File: src/rtl/bmu_pkg.sv
package bmu_pkg;

    typedef enum logic [1:0] {
        OP_TEST  = 2'd0,
        OP_FLIP  = 2'd1,
        OP_SET   = 2'd2,
        OP_CLEAR = 2'd3
    } bmu_op_e;

    typedef enum logic [1:0] {
        SZ_HALF  = 2'd0,
        SZ_WORD  = 2'd1,
        SZ_DWORD = 2'd2,
        SZ_RSVD  = 2'd3
    } bmu_size_e;

    typedef enum logic [1:0] {
        ST_IDLE  = 2'd0,
        ST_READ  = 2'd1,
        ST_WRITE = 2'd2,
        ST_DONE  = 2'd3
    } bmu_state_e;

endpackage

File: src/rtl/bmu_addr_gen.sv
module bmu_addr_gen #(
    parameter int ADDR_W = 32,
    parameter int WORD_W = 32
) (
    input  logic [ADDR_W-1:0] base,
    input  logic [WORD_W-1:0] offset,
    input  logic              wide,
    input  logic              is_mem,
    output logic [ADDR_W-1:0] addr
);
    localparam int IDX_W  = $clog2(WORD_W);
    localparam int HALF_W = WORD_W / 2;
    localparam int WSH    = $clog2(WORD_W / 8);
    localparam int HSH    = WSH - 1;

    logic signed [WORD_W-1:0] words_w;
    logic signed [HALF_W-1:0] words_h;
    logic signed [ADDR_W-1:0] disp_w;
    logic signed [ADDR_W-1:0] disp_h;
    logic signed [ADDR_W-1:0] byte_disp;

    // arithmetic shift equals exact signed division once low bits are dropped
    assign words_w   = $signed(offset) >>> IDX_W;
    assign words_h   = $signed(offset[HALF_W-1:0]) >>> (IDX_W - 1);
    assign disp_w    = ADDR_W'(words_w);
    assign disp_h    = ADDR_W'(words_h);
    assign byte_disp = wide ? (disp_w <<< WSH) : (disp_h <<< HSH);
    assign addr      = is_mem ? base + $unsigned(byte_disp) : base;

endmodule

File: src/rtl/bmu_alu.sv
module bmu_alu
    import bmu_pkg::*;
#(
    parameter int WORD_W = 32
) (
    input  logic [WORD_W-1:0]         word_in,
    input  logic [$clog2(WORD_W)-1:0] idx,
    input  bmu_op_e                   op,
    output logic [WORD_W-1:0]         word_out,
    output logic                      bit_val
);
    logic [WORD_W-1:0] sel_mask;

    assign sel_mask = {{(WORD_W-1){1'b0}}, 1'b1} << idx;
    assign bit_val  = |(word_in & sel_mask);

    always_comb begin
        unique case (op)
            OP_FLIP:  word_out = word_in ^ sel_mask;
            OP_SET:   word_out = word_in | sel_mask;
            OP_CLEAR: word_out = word_in & ~sel_mask;
            default:  word_out = word_in;
        endcase
    end

endmodule

File: src/rtl/bit_modify_unit.sv
module bit_modify_unit
    import bmu_pkg::*;
#(
    parameter int ADDR_W = 32,
    parameter int WORD_W = 32
) (
    input  logic              clk,
    input  logic              rst_n,
    input  logic              start,
    input  logic [1:0]        op_mode,
    input  logic [1:0]        op_size,
    input  logic              dest_is_mem,
    input  logic [ADDR_W-1:0] base_addr,
    input  logic [WORD_W-1:0] bit_offset,
    input  logic [WORD_W-1:0] reg_value,
    output logic              busy,
    output logic              done,
    output logic              carry,
    output logic              size_error,
    output logic [WORD_W-1:0] reg_result,
    output logic              mem_req,
    output logic              mem_we,
    output logic              mem_wide,
    output logic [ADDR_W-1:0] mem_addr,
    output logic [WORD_W-1:0] mem_wdata,
    input  logic              mem_ack,
    input  logic [WORD_W-1:0] mem_rdata
);
    localparam int IDX_W  = $clog2(WORD_W);
    localparam int HALF_W = WORD_W / 2;

    typedef struct packed {
        bmu_state_e        st;
        bmu_op_e           op;
        logic              wide;
        logic [IDX_W-1:0]  idx;
        logic [ADDR_W-1:0] addr;
        logic [WORD_W-1:0] wdata;
        logic [WORD_W-1:0] result;
        logic              carry;
        logic              err;
    } ctx_t;

    ctx_t ctx_d, ctx_q;

    logic              req_wide;
    logic              req_bad;
    logic [IDX_W-1:0]  req_idx;
    logic [ADDR_W-1:0] req_addr;
    logic [WORD_W-1:0] rd_word;
    logic [WORD_W-1:0] alu_in;
    logic [IDX_W-1:0]  alu_idx;
    bmu_op_e           alu_op;
    logic [WORD_W-1:0] alu_out;
    logic              alu_bit;

    assign req_wide = (bmu_size_e'(op_size) == SZ_WORD);
    assign req_bad  = op_size[1];
    assign req_idx  = req_wide ? bit_offset[IDX_W-1:0]
                               : {1'b0, bit_offset[IDX_W-2:0]};

    bmu_addr_gen #(
        .ADDR_W (ADDR_W),
        .WORD_W (WORD_W)
    ) u_addr (
        .base   (base_addr),
        .offset (bit_offset),
        .wide   (req_wide),
        .is_mem (dest_is_mem),
        .addr   (req_addr)
    );

    assign rd_word = ctx_q.wide ? mem_rdata
                                : {{HALF_W{1'b0}}, mem_rdata[HALF_W-1:0]};

    // the idle path works on the register operand, the read path on memory data
    assign alu_in  = (ctx_q.st == ST_IDLE) ? reg_value : rd_word;
    assign alu_idx = (ctx_q.st == ST_IDLE) ? req_idx : ctx_q.idx;
    assign alu_op  = (ctx_q.st == ST_IDLE) ? bmu_op_e'(op_mode) : ctx_q.op;

    bmu_alu #(
        .WORD_W (WORD_W)
    ) u_alu (
        .word_in  (alu_in),
        .idx      (alu_idx),
        .op       (alu_op),
        .word_out (alu_out),
        .bit_val  (alu_bit)
    );

    always_comb begin
        ctx_d = ctx_q;
        unique case (ctx_q.st)
            ST_IDLE: begin
                if (start) begin
                    ctx_d.op     = bmu_op_e'(op_mode);
                    ctx_d.wide   = req_wide;
                    ctx_d.idx    = req_idx;
                    ctx_d.addr   = req_addr;
                    ctx_d.wdata  = '0;
                    ctx_d.result = '0;
                    ctx_d.carry  = 1'b0;
                    ctx_d.err    = 1'b0;
                    if (req_bad) begin
                        ctx_d.err = 1'b1;
                        ctx_d.st  = ST_DONE;
                    end else if (!dest_is_mem) begin
                        ctx_d.carry  = alu_bit;
                        ctx_d.result = alu_out;
                        ctx_d.st     = ST_DONE;
                    end else begin
                        ctx_d.st = ST_READ;
                    end
                end
            end
            ST_READ: begin
                if (mem_ack) begin
                    ctx_d.carry = alu_bit;
                    ctx_d.wdata = ctx_q.wide ? alu_out
                                             : {{HALF_W{1'b0}}, alu_out[HALF_W-1:0]};
                    ctx_d.st    = (ctx_q.op == OP_TEST) ? ST_DONE : ST_WRITE;
                end
            end
            ST_WRITE: begin
                if (mem_ack) begin
                    ctx_d.st = ST_DONE;
                end
            end
            default: begin
                ctx_d.st = ST_IDLE;
            end
        endcase
    end

    always_ff @(posedge clk or negedge rst_n) begin
        if (!rst_n) begin
            ctx_q <= '0;
        end else begin
            ctx_q <= ctx_d;
        end
    end

    assign busy       = (ctx_q.st != ST_IDLE);
    assign done       = (ctx_q.st == ST_DONE);
    assign carry      = ctx_q.carry;
    assign size_error = ctx_q.err;
    assign reg_result = ctx_q.result;
    assign mem_req    = (ctx_q.st == ST_READ) || (ctx_q.st == ST_WRITE);
    assign mem_we     = (ctx_q.st == ST_WRITE);
    assign mem_wide   = ctx_q.wide;
    assign mem_addr   = ctx_q.addr;
    assign mem_wdata  = ctx_q.wdata;

endmodule

File: config.mk
export PLATFORM = sky130hd
export DESIGN_NAME = bit_modify_unit
export DESIGN_NICKNAME = d
export VERILOG_FILES = /design/src/rtl/bmu_pkg.sv /design/src/rtl/bmu_addr_gen.sv /design/src/rtl/bmu_alu.sv /design/src/rtl/bit_modify_unit.sv
export SDC_FILE = /design/constraint.sdc
export NUM_CORES = 1
export LEC_CHECK = 0
export ABC_AREA = 0
export BUFFER_PORTS_ARGS = -buffer_cell sky130_fd_sc_hd__buf_2
export CAP_MARGIN = 10
export CORE_MARGIN = 2
export CORE_UTILIZATION = 40
export DETAILED_ROUTE_END_ITERATION = 8
export MAX_ROUTING_LAYER = met4
export PLACE_DENSITY_LB_ADDON = 0.08
export SETUP_SLACK_MARGIN = 0.5
export SKIP_CTS_REPAIR_TIMING = 1
export SLEW_MARGIN = 20
export SYNTH_ARGS = -nofsm -noshare
export SYNTH_HDL_FRONTEND = slang
export SYNTH_SLANG_ARGS = --single-unit
File: constraint.sdc
create_clock -name clk -period 4.18 [get_ports clk]
set_input_delay 0.418 -clock clk [delete_from_list [all_inputs] [get_ports clk]]
set_output_delay 0.418 -clock clk [all_outputs]
set_load 0.02 [all_outputs]
# Yosys cells after proc, flatten, opt, wreduce, memory -nomap -nowiden
# Cells that the tools add are included.
# W data, S select, Z words.
[word_totals]
regBits = 108
[classes]
n_addsub = 1
eq_ne = 10
shifts = 1
n_mux = 23
bitwise = 5
reduce_logical = 9
[ops]
columns = ["cell", "n"]
rows = [
  ["$mux W32", 6],
  ["$mux W108", 1],
  ["$pmux W32 S3", 1],
  ["$mux W33", 2],
  ["$and A32 B32 Y32", 2],
  ["$pmux W32 S2", 1],
  ["$add A32 B32 Y32", 1],
  ["$not A32 Y32", 1],
  ["$or A32 B32 Y32", 1],
  ["$reduce_or A32 Y1", 1],
  ["$shl A1 B5 Y32 const A", 1],
  ["$xor A32 B32 Y32", 1],
  ["$mux W2", 5],
  ["$mux W5", 2],
  ["$eq A2 B2 Y1 const B", 4],
  ["$eq A2 B1 Y1 const B", 3],
  ["$pmux W2 S3", 1],
  ["$reduce_and A3 Y1", 2],
  ["$logic_not A2 Y1", 2],
  ["$ne A2 B2 Y1 const B", 2],
  ["$reduce_bool A2 Y1", 2],
  ["$mux W1", 3],
  ["$ne A2 B1 Y1 const B", 1],
  ["$pmux W1 S2", 1],
  ["2 further kinds", 2],
]

# Depth between registers and ports, before layout
# Gate-level depths: netlist of run 1.
[depth]
ltp_word = 11
depth_mapped = 16
mapped_depth_nobuf = 13

# Hierarchy
# From an unflattened synthesis of run 1, not the netlist that was laid out.
[hier_totals]
cells_unflattened = 1126
hier_area_um2 = 10781.6
[modules_own_cells]
columns = ["module", "n_inst", "cells_each", "area_per_inst_um2", "seq_area_each_um2"]
rows = [
  ["bit_modify_unit", 1, 482, 5770.5, 2702.6],
  ["bmu_alu", 1, 299, 2720.1, 0.0],
  ["bmu_addr_gen", 1, 345, 2290.9, 0.0],
]

# Worst setup path after synthesis of run 1
# No wires, ideal clock.
[synth_timing]
kind = "input -> register"
from = "input port op_size[0]"
to = "register ctx_q, in the netlist mem_addr[21]"
setup_ps = 124
arrival_ps = 3061
t_required_ps = 4056
path_slack_ps = 995
stages = 14
path_buffers = 3
cell_sequence = "nor2b_1 > clkbuf_1 > buf_1 > a21o_1 > ha_1 > buf_2 > a21oi_2 > nand2_1 > a2111oi_4 > a21oi_2 > a21oi_2 > o21ai_2 > mux2i_1 > a211o_1"
[synth_via]
elab_chain_cells = 4
[synth_lines]
columns = ["element", "line_no", "rtl"]
rows = [
  ["start: declaration", "bit_modify_unit.sv:11", "input logic [1:0] op_size,"],
  ["$eq A2 B1 Y1", "bit_modify_unit.sv:57", "assign req_wide = (bmu_size_e'(op_size) == SZ_WORD);"],
  ["$mux W32", "bmu_addr_gen.sv:27", "assign byte_disp = wide ? (disp_w <<< WSH) : (disp_h <<< HSH);"],
  ["$add A32 B32 Y32", "bmu_addr_gen.sv:28", "assign addr = is_mem ? base + $unsigned(byte_disp) : base;"],
  ["$mux W32", "bmu_addr_gen.sv:28", ""],
  ["end signal: assignment", "bit_modify_unit.sv:139", "ctx_q <= ctx_d;"],
  ["end: declaration", "bit_modify_unit.sv:44", "ctx_t ctx_d, ctx_q;"],
]
# No other way between the ends.
# A chain may end at the register's enable or synchronous reset.

# Worst setup path after layout of run 1
[layout_timing]
from = "register ctx_q[106] (netlist name)"
to = "register ctx_q, in the netlist reg_result[23]"
[layout_via]
elab_chain_cells = 8
elab_cells_between_ends = 16
[layout_lines]
columns = ["element", "line_no", "rtl"]
rows = [
  ["$logic_not A2 Y1 (*)", "--", ""],
  ["$mux W5", "bit_modify_unit.sv:78", "assign alu_idx = (ctx_q.st == ST_IDLE) ? req_idx : ctx_q.idx;"],
  ["$shl A1 B5 Y32", "bmu_alu.sv:14", "assign sel_mask = {{(WORD_W-1){1'b0}}, 1'b1} << idx;"],
  ["$not A32 Y32", "bmu_alu.sv:21", "OP_CLEAR: word_out = word_in & ~sel_mask;"],
  ["$and A32 B32 Y32", "bmu_alu.sv:21", ""],
  ["$pmux W32 S3", "bmu_alu.sv:18", "unique case (op)"],
  ["$mux W33", "bit_modify_unit.sv:107", "end else if (!dest_is_mem) begin"],
  ["$mux W33", "bit_modify_unit.sv:104", "if (req_bad) begin"],
]
# Every way passes the cells marked *; elsewhere a longest branch is shown, timed or not.

==> metrics.md, run 1 <==
| Metric | Value |
|---|---|
| Number of flops mapped to enable cells by yosys | 0 |
| Ys flop type | dfrtp_1 |
| Crit path time final | 3370 ps |
| Leading area contributor after synthesis | dfrtp_1 |
| Pwr Total | 0.00663 W |
| Area added between synthesis and finish | 11.7% |
| Global-route wire length before repair | 42.0 mm |
| IO Count | 240 |
| Initial Utilization | 40.6% |
| WP data arrival | 3620 ps |
| Via/cell ratio | 5.08 |
| GP Congestion | 0.848 |
| Total CTS buffers | 9 |
| Gr ovfl total | 0 |
| Top-count cell post-synth | nand2_1 |
| Clock share of power | 13.0% |
| Sequential fraction of the synthesis area | 27.4% |
| Mapped Area | 0.00985 mm2 |
| # port buffers | 239 |
| Fmax | 297 MHz |
| Slew @ Worst Pin | 852 ps |
| Slew Limit Fails | 0 |
| Initial antenna violation count | 2 |
| GR Layer Usage met1 | 28.3% |
| Clk sinks | 108 |
| Met3 Use GR | 2.74% |
| # DRC | 0 |
| Crit Path Class | reg2reg |
| Total GRT Usage | 21.0% |
| WP data required | 4440 ps |
| Vias in the first global route | 7740 |
| Clock buffer depth | 2 |
| Syn Inst Count | 1084 |
| DIE HEIGHT | 161 um |
| Width of the die | 161 um |
| CP endpoint | reg_result[23] |
| Htree depth | 3 |
| Vias | 7822 |
| Wirelength per Cell | 16.9 um |
| Post-route ant nets | 0 |
| Layout Skew | 14.6 ps |
| Max-cap violations | 0 |
| Net count reported at finish | 1477 |
| Layout Utilization | 45.4% |
| Sequential Area | 0.00270 mm2 |
| Yosys warns | 0 |
| Worst hold path type | in2async |
| Worst R2R Start | ctx_q[106] |
| Flops & latches, synth | 108 |
| Psw | 0.00315 W |
| Crit path max fanout | 33 |
| Outcome | complete, no violations |
| Crit path launch type | flip-flop |
| Drt first pass iters | 5 |
| Final setup viols | 0 |
| Setup TNS | 0 ps |
| Syn nets | 1352 |
| Fin crit share | 80.5% |
| Worst setup path startpoint | ctx_q[106] |
| Met2 usage | 34.2% |
| RSZ-0062 raised after global routing | no |
| Area occupied by multi-input gates | 0.00584 mm2 |
| CTS tree | done |
| # fillers | 2464 |
| Asr flop ratio synth | 100% |
| Internal power | 0.00348 W |
| Reg2Reg Depth | 8 |
| Final WL | 26.1 mm |
| Top cells by count, synth | 145 x nand2_1, 130 x ha_1, 109 x inv_1 |
| LEAKAGE | 6.11 nW |
| Combinational power share | 62.0% |
| Pin count of the biggest net entering global routing | 55 |
| Syn avg cell area | 9.09 um2 |
| Clk root buf | clkbuf_16 |
| DRT iter0 DRCs | 337 |
| Core Area | 0.0242 mm2 |
| Placement Rows | 57 |
| Clk pin slew, worst setup/hold paths | 90 ps |
| Slew HR | 43.2% |
| GRT busiest layer | met2 |
| Die area | 0.0259 mm2 |
| Sw frac | 47.5% |
| Share of the synthesized area in the top cell type | 27.4% |
| Share of post-route cells with drive strength above 1 | 27.5% |
| R2R Setup Slk | 810 ps |
| Max rail drop VDD | 0.263 mV |
| Synth cell types | 63 |
| Final hold violations | 0 |
| Clk Latency, worst-skew pair | 360 ps |
| Dpl hpwl | 20.4 mm |
| Sequential Power Share | 25.0% |
| Synth area leaders | dfrtp_1 27%, ha_1 17%, buf_4 7.5%, mux4_2 7.3%, nand2_1 5.5% |
| R2r endpoint | reg_result[23] |
| Crit. End Element | flip-flop |
| Pwr dens | 603 mW/mm2 |
-- power by group through the flow --
stage          combinational (W)  sequential, W  clock [W]
5_1_grt                  0.00457        0.00171   0.000936
3_3_place_gp             0.00409        0.00168          0
2_1_floorplan            0.00336        0.00162          0
6_report                 0.00411        0.00166   0.000860
3_5_place_dp             0.00418        0.00168          0
4_1_cts                  0.00419        0.00167   0.000892
-- metrics by stage --
step,hold WS (ps),instances,worst slack (ps),instance area (um2)
global placement,454,1522,771,10700
CTS,68.0,1538,797,11000
floorplan,122,1084,995,9850
detailed placement,458,1522,728,10700
global route,90.3,1540,523,11000
finish,29.8,1540,814,11000
-- cell type report --
type / count / area share [%]
sequential: 108 / 24.6
clock buffer: 10 / 2.08
clock inverter: 6 / 0.432
tap: 324 / 3.68
inverter: 109 / 3.72
antenna: 2 / 0.0455
timing repair buffer: 259 / 12.4
multi-input combinational: 722 / 53.1
-- state kept, by name, indices dropped and copies added (netlist names) --
register,flops
reg_result,32
ctx_q,9
carry,1
mem_wide,1
size_error,1
mem_wdata,32
mem_addr,32
-- per-layer routing --
metal	share of wire, %	wire (um)
met5	0	0
met4	0.90	234
met3	3.8	1000
met2	47	12300
met1	48	12500
-- kinds of logic (layout without fill, tap and decap cells) --
kind of cell	after synthesis	after routing	synth area share [%]
compound gates	250	250	17.6
buf+inv	254	384	13.7
fa+ha+maj	131	131	16.7
xor+xnor	23	23	2.04
mux	70	70	11.2
simple gates	248	248	11.3
flops	108	108	27.4
other cells	0	2	0
-- layout by cell type (no fill, tap or decap), drive strengths merged, types with 4 or more instances in the layout --
| cell type | instances |
|---|---|
| clkbuf | 10 |
| a211oi | 4 |
| xnor2 | 16 |
| a21oi | 39 |
| a211o | 5 |
| ha | 130 |
| nand4 | 9 |
| nand2b | 7 |
| nor4 | 8 |
| o211ai | 9 |
| o31ai | 4 |
| xor2 | 7 |
| o21ai | 82 |
| a31oi | 7 |
| mux4 | 32 |
| a22o | 34 |
| dfrtp | 108 |
| a22oi | 16 |
| nor2 | 34 |
| inv | 111 |
| nor3b | 8 |
| buf | 259 |
| nand2 | 145 |
| mux2i | 36 |
| nor2b | 10 |
| nand3 | 11 |
| a21o | 32 |
-- how the worst min path moves through the flow --
stage,endpoint,from,cells past startpoint
2_1_floorplan,carry,rst_n,0
3_3_place_gp,mem_addr[8],rst_n,1
3_5_place_dp,mem_addr[8],rst_n,1
4_1_cts,mem_addr[8],rst_n,1
5_1_grt,mem_addr[8],rst_n,1
6_report,mem_addr[8],rst_n,1
-- critical path: stages, from the launching register on --
cell     delay, ps
dfrtp_1        420
inv_1          100
ha_2           640
nand2_1        110
o22ai_1        690
nand2_1        240
ha_1           350
mux4_2         480
a22o_1         210
No activity file was read; power rests on OpenSTA's default activity.
==> inputs of run 2 (changes only) <==
- clock period: 4.18 -> 3.1 ns (I/O delays scaled with it)
==> run 2 against run 1 <==
Net effect:
- critical endpoint is now reg_result[19]
- register-to-register slack lost 380 ps
- clock power is 37% higher
- highest routed layer unchanged
- non-clock buffer count rose by 29
- cell area rose by 7.9%
- sequential power increased by 36%
- core utilization is 3.6 points higher
- power is 47% higher
- global-route usage is 0.40 points higher
- critical path depth grew 3
- hold slack worse by 42 ps
- the flow now finishes with violations (hold timing)
- flip-flop and latch count did not move
==> metrics.md, run 2 (same netlist as run 1, synthesis figures left out) <==
| Metric | Value |
|---|---|
| Fmax | 375 MHz |
| Total CTS buffers | 9 |
| Most frequent cells in the layout | 236 x buf_2, 120 x ha_1, 118 x nand2_1 |
| GP Congestion | 0.830 |
| IO Count | 240 |
| Width of the die | 161 um |
| Via/cell ratio | 5.06 |
| Total GRT Usage | 21.3% |
| Crit path max fanout | 8 |
| Final setup viols | 0 |
| Area added between synthesis and finish | 20.5% |
| Hold_ws | -12.6 ps |
| Placed Area | 0.0109 mm2 |
| # port buffers | 239 |
| Area occupied by multi-input gates | 0.00640 mm2 |
| DIE HEIGHT | 161 um |
| Die area | 0.0259 mm2 |
| Crit path launch type | flip-flop |
| Gr ovfl total | 0 |
| DRT iter0 DRCs | 339 |
| CTS tree | done |
| # fillers | 2400 |
| Crit path time final | 2670 ps |
| Initial Utilization | 40.6% |
| Clk Latency, worst-skew pair | 360 ps |
| Crit Path Class | reg2reg |
| Vias in the first global route | 7818 |
| Core Area | 0.0242 mm2 |
| Slew @ Worst Pin | 706 ps |
| Global-route wire length before repair | 42.2 mm |
| Wirelength per Cell | 17.4 um |
| # DRC | 0 |
| Post-route ant nets | 0 |
| Dpl hpwl | 20.6 mm |
| Final hold violations | 6 |
| Reg2Reg Depth | 11 |
| Pin count of the biggest net entering global routing | 59 |
| Vias | 7941 |
| Placement Rows | 57 |
| RSZ-0062 raised after global routing | yes |
| Pre-CTS setup slack | 8.59 ps |
| Layout Skew | 11.4 ps |
| Clock buffer depth | 2 |
| Sequential Area | 0.00270 mm2 |
| WP data required | 3350 ps |
| Ant. Diodes | 0 |
| Clk root buf | clkbuf_16 |
| Worst Slack Setup Final | 433 ps |
| Slew Limit Fails | 0 |
| Max-cap violations | 0 |
| Setup TNS | 0 ps |
| Fin crit share | 86.0% |
| Net count reported at finish | 1507 |
| Max rail drop VDD | 0.496 mV |
| Pwr Total | 0.00977 W |
| Fin area | 0.0119 mm2 |
| LEAKAGE | 6.38 nW |
| Worst hold path type | in2async |
| Outcome | finished, violations left |
| Failing checks | hold timing |
| Pwr dens | 823 mW/mm2 |
| Final WL | 27.2 mm |
| Initial antenna violation count | 0 |
| Share of post-route cells with drive strength above 1 | 36.8% |
| Crit. End Element | flip-flop |
| Commonest non-fill, non-tap cell in the layout | buf_2 |
| Htree depth | 3 |
| Slew HR | 52.9% |
| WP data arrival | 2920 ps |
| Drt first pass iters | 4 |
| Clk pin slew, worst setup/hold paths | 80 ps |
| Clk sinks | 108 |
==> run 2: area by class of cell <==
type,instances,area share [%]
clock inverter,4,0.274
tap,324,3.41
timing repair buffer,288,14.0
multi-input combinational,723,53.9
sequential,108,22.8
inverter,109,3.48
clock buffer,12,2.16
==> run 2: metrics by stage <==
stage | util [%] | hold slack, ps | instances
5_1_grt | 49.0 | 42.8 | 1568
4_1_cts | 46.1 | 9.79 | 1548
3_5_place_dp | 44.9 | 410 | 1532
3_3_place_gp | 44.9 | 405 | 1532
6_report | 49.0 | -12.6 | 1568
2_1_floorplan | - | 14.4 | 1084
==> run 2: path summary, 6_finish.rpt <==
kind,from,endpoint,slack (ps)
worst min register to register,mem_addr[20],mem_addr[20],480
max in group asynchronous,rst_n,mem_wdata[5],2330
min in group clk,base_addr[0],mem_addr[0],140
worst min-delay path,rst_n,mem_addr[6],-10
worst max-delay path,ctx_q[106],reg_result[19],430
worst max register to register,ctx_q[106],reg_result[19],430
==> run 2: per-layer routing <==
layer  global-route usage, %  routed length [um]  vias up
met5                       -                   0        -
met4                    5.15                 378        0
met3                    1.96                1070       21
met2                    34.2               12800      195
met1                    29.3               13000     3769
li1                        -                   -     3956
==> run 2: power by group <==
| part | total, W | switching (W) | internal (W) |
|---|---|---|---|
| registers | 0.00226 | 0.000345 | 0.00192 |
| clock network | 0.00118 | 0.000588 | 0.000597 |
| logic | 0.00632 | 0.00366 | 0.00266 |
==> run 2: critical path, stage by stage, from the launching register on <==
cell	delay (ps)
dfrtp_1	420
inv_2	100
ha_4	240
nand3_2	120
a21boi_4	170
buf_12	140
nor2_4	220
nand2_2	100
buf_4	140
ha_1	260
mux4_2	460
a22o_1	210
